===== config.mk =====
export PLATFORM = sky130hd
export DESIGN_NAME = sync_fifo_wrap
export DESIGN_NICKNAME = d
export VERILOG_FILES = /design/src/rtl/fifo_wrap_pkg.sv /design/src/rtl/fifo_wrap_index.sv /design/src/rtl/fifo_wrap_store.sv /design/src/rtl/fifo_wrap_status.sv /design/src/rtl/sync_fifo_wrap.sv
export SDC_FILE = /design/constraint.sdc
export NUM_CORES = 1
export LEC_CHECK = 0
export BUFFER_PORTS_ARGS = -buffer_cell sky130_fd_sc_hd__buf_2
export CORE_ASPECT_RATIO = 0.8
export CORE_MARGIN = 3
export CORE_UTILIZATION = 61
export DETAILED_ROUTE_END_ITERATION = 10
export GPL_TIMING_DRIVEN = 0
export PLACE_DENSITY = 0.79
export SYNTH_ARGS = -nofsm -noshare
export SYNTH_HDL_FRONTEND = slang
export SYNTH_HIERARCHICAL = 1
export SYNTH_SLANG_ARGS = --single-unit

===== constraint.sdc =====
create_clock -name clk -period 6.8 [get_ports clk]
set_input_delay 0.34 -clock clk [delete_from_list [all_inputs] [get_ports clk]]
set_output_delay 0.34 -clock clk [all_outputs]
set_load 0.05 [all_outputs]

===== src/rtl/fifo_wrap_pkg.sv =====
package fifo_wrap_pkg;

  // Operation seen on one edge, after acceptance
  typedef enum logic [1:0] {
    OP_IDLE = 2'b00,
    OP_PUSH = 2'b01,
    OP_POP  = 2'b10,
    OP_BOTH = 2'b11
  } fifo_op_e;

  // Next index modulo depth, without relying on a power-of-two size
  function automatic int unsigned step_index(int unsigned idx, int unsigned depth);
    if (idx >= depth - 1) return 0;
    return idx + 1;
  endfunction

  // True when an index sits on the last entry
  function automatic bit at_last(int unsigned idx, int unsigned depth);
    return idx == depth - 1;
  endfunction

  // Index width that still works for depth 1
  function automatic int unsigned index_width(int unsigned depth);
    return (depth > 1) ? $clog2(depth) : 1;
  endfunction

endpackage


===== src/rtl/fifo_wrap_index.sv =====
module fifo_wrap_index
  import fifo_wrap_pkg::*;
#(
  parameter int DEPTH = 5,
  localparam int IDX_W = index_width(DEPTH)
) (
  input  logic             clk,
  input  logic             rst_n,
  input  logic             adv,
  output logic [IDX_W-1:0] idx,
  output logic             turn
);

  logic [IDX_W-1:0] idx_q;

  always_ff @(posedge clk or negedge rst_n) begin
    if (!rst_n) begin
      idx_q <= '0;
    end else if (adv) begin
      idx_q <= IDX_W'(step_index(int'(idx_q), DEPTH));
    end
  end

  assign idx  = idx_q;
  assign turn = adv && at_last(int'(idx_q), DEPTH);

endmodule


===== src/rtl/fifo_wrap_store.sv =====
module fifo_wrap_store
  import fifo_wrap_pkg::*;
#(
  parameter int DATA_W = 8,
  parameter int DEPTH  = 5,
  localparam int IDX_W = index_width(DEPTH)
) (
  input  logic              clk,
  input  logic              rst_n,
  input  logic              wr_fire,
  input  logic [IDX_W-1:0]  wr_idx,
  input  logic [DATA_W-1:0] wr_data,
  input  logic              rd_fire,
  input  logic [IDX_W-1:0]  rd_idx,
  output logic [DATA_W-1:0] rd_data
);

  logic [DATA_W-1:0] cells [DEPTH];
  logic [DATA_W-1:0] out_q;

  always_ff @(posedge clk) begin
    if (wr_fire) begin
      cells[wr_idx] <= wr_data;
    end
  end

  always_ff @(posedge clk or negedge rst_n) begin
    if (!rst_n) begin
      out_q <= '0;
    end else if (rd_fire) begin
      out_q <= cells[rd_idx];
    end
  end

  assign rd_data = out_q;

endmodule


===== src/rtl/fifo_wrap_status.sv =====
module fifo_wrap_status (
  input  logic clk,
  input  logic rst_n,
  input  logic wr_turn,
  input  logic rd_turn,
  input  logic same_idx,
  output logic wrap,
  output logic full,
  output logic empty
);

  logic wrap_q;

  // The two turns cannot coincide: equal indices at the last entry mean
  // either full (write refused) or empty (read refused).
  always_ff @(posedge clk or negedge rst_n) begin
    if (!rst_n) begin
      wrap_q <= 1'b0;
    end else if (wr_turn) begin
      wrap_q <= 1'b1;
    end else if (rd_turn) begin
      wrap_q <= 1'b0;
    end
  end

  assign wrap  = wrap_q;
  assign full  = same_idx &&  wrap_q;
  assign empty = same_idx && !wrap_q;

endmodule


===== src/rtl/sync_fifo_wrap.sv =====
module sync_fifo_wrap
  import fifo_wrap_pkg::*;
#(
  parameter int DATA_W = 8,
  parameter int DEPTH  = 5
) (
  input  logic              clk,
  input  logic              rst_n,
  input  logic              wr_en,
  input  logic [DATA_W-1:0] wr_data,
  input  logic              rd_en,
  output logic [DATA_W-1:0] rd_data,
  output logic              full,
  output logic              empty
);

  localparam int IDX_W = index_width(DEPTH);

  // Named internal events
  logic             wr_fire;
  logic             rd_fire;
  logic             wr_turn;
  logic             rd_turn;
  logic             same_idx;
  logic             wrap;
  logic [IDX_W-1:0] wr_idx;
  logic [IDX_W-1:0] rd_idx;
  fifo_op_e         op;

  // A full store refuses writes even when a read shares the edge
  assign wr_fire  = wr_en && !full;
  assign rd_fire  = rd_en && !empty;
  assign op       = fifo_op_e'({rd_fire, wr_fire});
  assign same_idx = (wr_idx == rd_idx);

  fifo_wrap_index #(.DEPTH(DEPTH)) u_wr_index (
    .clk  (clk),
    .rst_n(rst_n),
    .adv  (op == OP_PUSH || op == OP_BOTH),
    .idx  (wr_idx),
    .turn (wr_turn)
  );

  fifo_wrap_index #(.DEPTH(DEPTH)) u_rd_index (
    .clk  (clk),
    .rst_n(rst_n),
    .adv  (op == OP_POP || op == OP_BOTH),
    .idx  (rd_idx),
    .turn (rd_turn)
  );

  fifo_wrap_store #(.DATA_W(DATA_W), .DEPTH(DEPTH)) u_store (
    .clk    (clk),
    .rst_n  (rst_n),
    .wr_fire(wr_fire),
    .wr_idx (wr_idx),
    .wr_data(wr_data),
    .rd_fire(rd_fire),
    .rd_idx (rd_idx),
    .rd_data(rd_data)
  );

  fifo_wrap_status u_status (
    .clk     (clk),
    .rst_n   (rst_n),
    .wr_turn (wr_turn),
    .rd_turn (rd_turn),
    .same_idx(same_idx),
    .wrap    (wrap),
    .full    (full),
    .empty   (empty)
  );

endmodule


==> impl_metrics.tcl <==
set metrics [dict create \
    syn2layout_area_growth_pct 14.0 \
    ioPinCount 22 \
    synth_edf_count 40 \
    synthDistinctLibCells 24 \
    die_w_um 73.0 \
    hold_path.class "in2reg" \
    htreeDepth 2 \
    grt_first_pass_wirelength_um 6490 \
    synthCells 124 \
    yosysMostFrequentCell "edfxtp_1" \
    clk_latency_ns 0.30 \
    final_cells 194 \
    slew_headroom 0.102 \
    setup_tns_ns 0 \
    synthSimpleGateAreaFrac 0.0857 \
    grt.overflow.total 0 \
    critPathArrivalTime_ns 3.05 \
    cp.required_ns 6.71 \
    finalSetupViolations 0 \
    yosysSeqAreaShare 0.720 \
    muxShareOfSynthArea 0.0914 \
    synth_top_area_cell "edfxtp_1" \
    grt_pass1_vias 1246 \
    drc_errors 0 \
    critPathKind "reg2reg" \
    first_iter_violations 102 \
    gp_congestion 0.766 \
    clock_sinks 55 \
    ys_top_cells_by_area "edfxtp_1 (55%), dfrtp_1 (17%), mux4_2 (8.2%)" \
    synth-seq-cells 55 \
    dpl_cell_area_um2 2340 \
    hold_end "u_store/cells[1][1]" \
    cts_hold_buf 1 \
    final-hold-violation-count 0 \
    slew_violations 0 \
    synthTopCellsByCount "edfxtp_1 (40), dfrtp_1 (15), a221o_1 (8), and3_1 (8), mux4_2 (8)" \
    synth-xor-area-share 0.0120 \
    grt.total_usage 0.212 \
    final_area_um2 2500 \
    cp_slowest_cell "nor3b_1" \
    fin_crit_sh 0.461 \
    post-cts-setup-buffers 0 \
    core_area_um2 3270 \
    cts_buffers 5 \
    r2r_start "u_rd_index/idx[2]" \
    skew_ns 0.0105 \
    port-buffer-count 21 \
    worstSetupStartpointType "flop" \
    wl_um 3940 \
    cts.clk_slew.worst_paths_ns 0.10 \
    synth_top_family_by_area "multiplexers" \
    hold_depth 1 \
    dr.pass1.iters 4 \
    row_count 18 \
    max_stage_delay_ns 1.05 \
    yosys_warnings 6 \
    status "completed" \
    nets 169 \
    vias_per_cell 6.14 \
    min_from "wr_data[1]" \
    grt_max_degree 18 \
    clockBufferDepth 2 \
    max_freq_mhz 319 \
    path_max_fanout 14 \
    synth-compound-area-share 0.0491 \
    drive_above_1_share 0.273 \
    total_power_mw 1.21 \
    reg2reg_slack_ns 3.66 \
    synth_top_area_share 0.549 \
    die_height_um 59.6 \
    rr_endpoint "u_store/cells[4][4]" \
    postSynthAreaPerCell_um2 17.7 \
    min_period_ns 3.14 \
    ir_drop_mv 0.255 \
    synth_ff_type "edfxtp_1" \
    vias 1191 \
    cp_cell_sequence "xor2_1 -> nor3_2 -> and2_1 -> nor2b_1 -> nand2b_1 -> nor3b_1" \
    utilization 0.764 \
    rsz0062_at_grt "no" \
    power_density_nw_per_um2 486 \
    synthAdderAreaFrac 0.0229 \
    placedCellCount 185 \
    synth_nets 140 \
    cts_resized 0 \
    tritoncts "done" \
    clockRootBuffer "clkbuf_8" \
    antenna_found_initial 0 \
    ant_nets 0 \
    start_util 0.670 \
    leakage_nw 0.983 \
    netlist_area_um2 2190 \
    floorplan.die_area_um2 4350 \
    cap_violations 0 \
    async_flop_share 0.273 \
    wl_per_cell_um 20.3 \
    reg2reg_depth 6 \
    dp_hpwl_um 2630 \
    endpoint_kind "flop" \
    antenna_cells 0 \
    tightestPinTransition_ns 1.34 \
]
[cell families (layout without fill, tap and decap cells)]
logic type,after synthesis,after routing
AOI/OAI and AO/OA,13,13
xor gates and xnor gates,3,3
adders and majority gates,4,4
buffers and inverters,9,39
DFF,55,55
muxes,10,10
and+or+nand+nor,30,30
[power by group]
group | leakage, nW | switching, mW | total, mW | internal, mW
clock network | 0.0644 | 0.102 | 0.248 | 0.147
logic | 0.368 | 0.280 | 0.444 | 0.164
registers | 0.551 | 0.0639 | 0.520 | 0.456
total | 0.983 | 0.445 | 1.21 | 0.767
[metrics by stage]
| step | setup slack [ns] | hold slack (ns) |
|---|---|---|
| 4_1_cts | 3.64 | 0.256 |
| 3_3_place_gp | 3.81 | 0.263 |
| 5_1_grt | 3.35 | 0.266 |
| 6_report | 3.66 | 0.261 |
| 2_1_floorplan | 4.10 | 0.0444 |
| 3_5_place_dp | 3.66 | 0.270 |
[worst max path at each step]
| stage | start | to |
|---|---|---|
| after floorplan | u_rd_index/idx[2] | u_store/rd_data[6] |
| after global placement | u_rd_index/idx[2] | u_store/cells[4][2] |
| after detailed placement | u_rd_index/idx[2] | u_store/cells[1][7] |
| after CTS | u_rd_index/idx[2] | u_store/cells[1][2] |
| after global routing | u_rd_index/idx[2] | u_store/cells[4][5] |
| final | u_rd_index/idx[2] | u_store/cells[4][4] |
[registers in the layout (all words and copies together) (netlist names)]
name	flops
u_wr_index/idx	3
u_store/cells	40
u_rd_index/idx	3
u_store/rd_data	8
u_status/wrap	1
[critical path, delay by kind of cell, from the launching register on]
family / cells / cell delay [ns]
and+or+nand+nor: 5 / 1.88
DFF: 1 / 0.63
xor gates and xnor gates: 1 / 0.23
[layout by cell type, fill, tap and decap left out, types with 3 or more instances in the layout]
cell	Yosys	routed
nand2_1	3	3
dfrtp_1	15	15
nor2b_1	4	4
mux4_2	8	8
inv_1	6	6
clkbuf_8	0	5
xor2_1	3	3
buf_2	0	21
edfxtp_1	40	40
o21ai_0	4	4
a221o_1	8	8
ha_1	4	4
and3_1	8	8
[layer usage]
metal | track usage | part of all wire | vias to the layer above
li1 | - | - | 542
met1 | 0.276 | 0.37 | 574
met2 | 0.346 | 0.51 | 66
met3 | 0.0559 | 0.097 | 9
met4 | 0.0763 | 0.015 | 0
met5 | 0 | 0 | -
[final cells by class]
| type | instances | area (um^2) |
|---|---|---|
| buffer | 3 | 18.8 |
| inverter | 6 | 22.5 |
| fill | 178 | 769 |
| tap | 40 | 50.0 |
| clock inverter | 3 | 67.6 |
| timing repair buffer | 22 | 115 |
| multi-input combinational | 60 | 577 |
| sequential | 55 | 1580 |
| clock buffer | 5 | 68.8 |
Note: power is estimated with default switching activity, not from simulation.
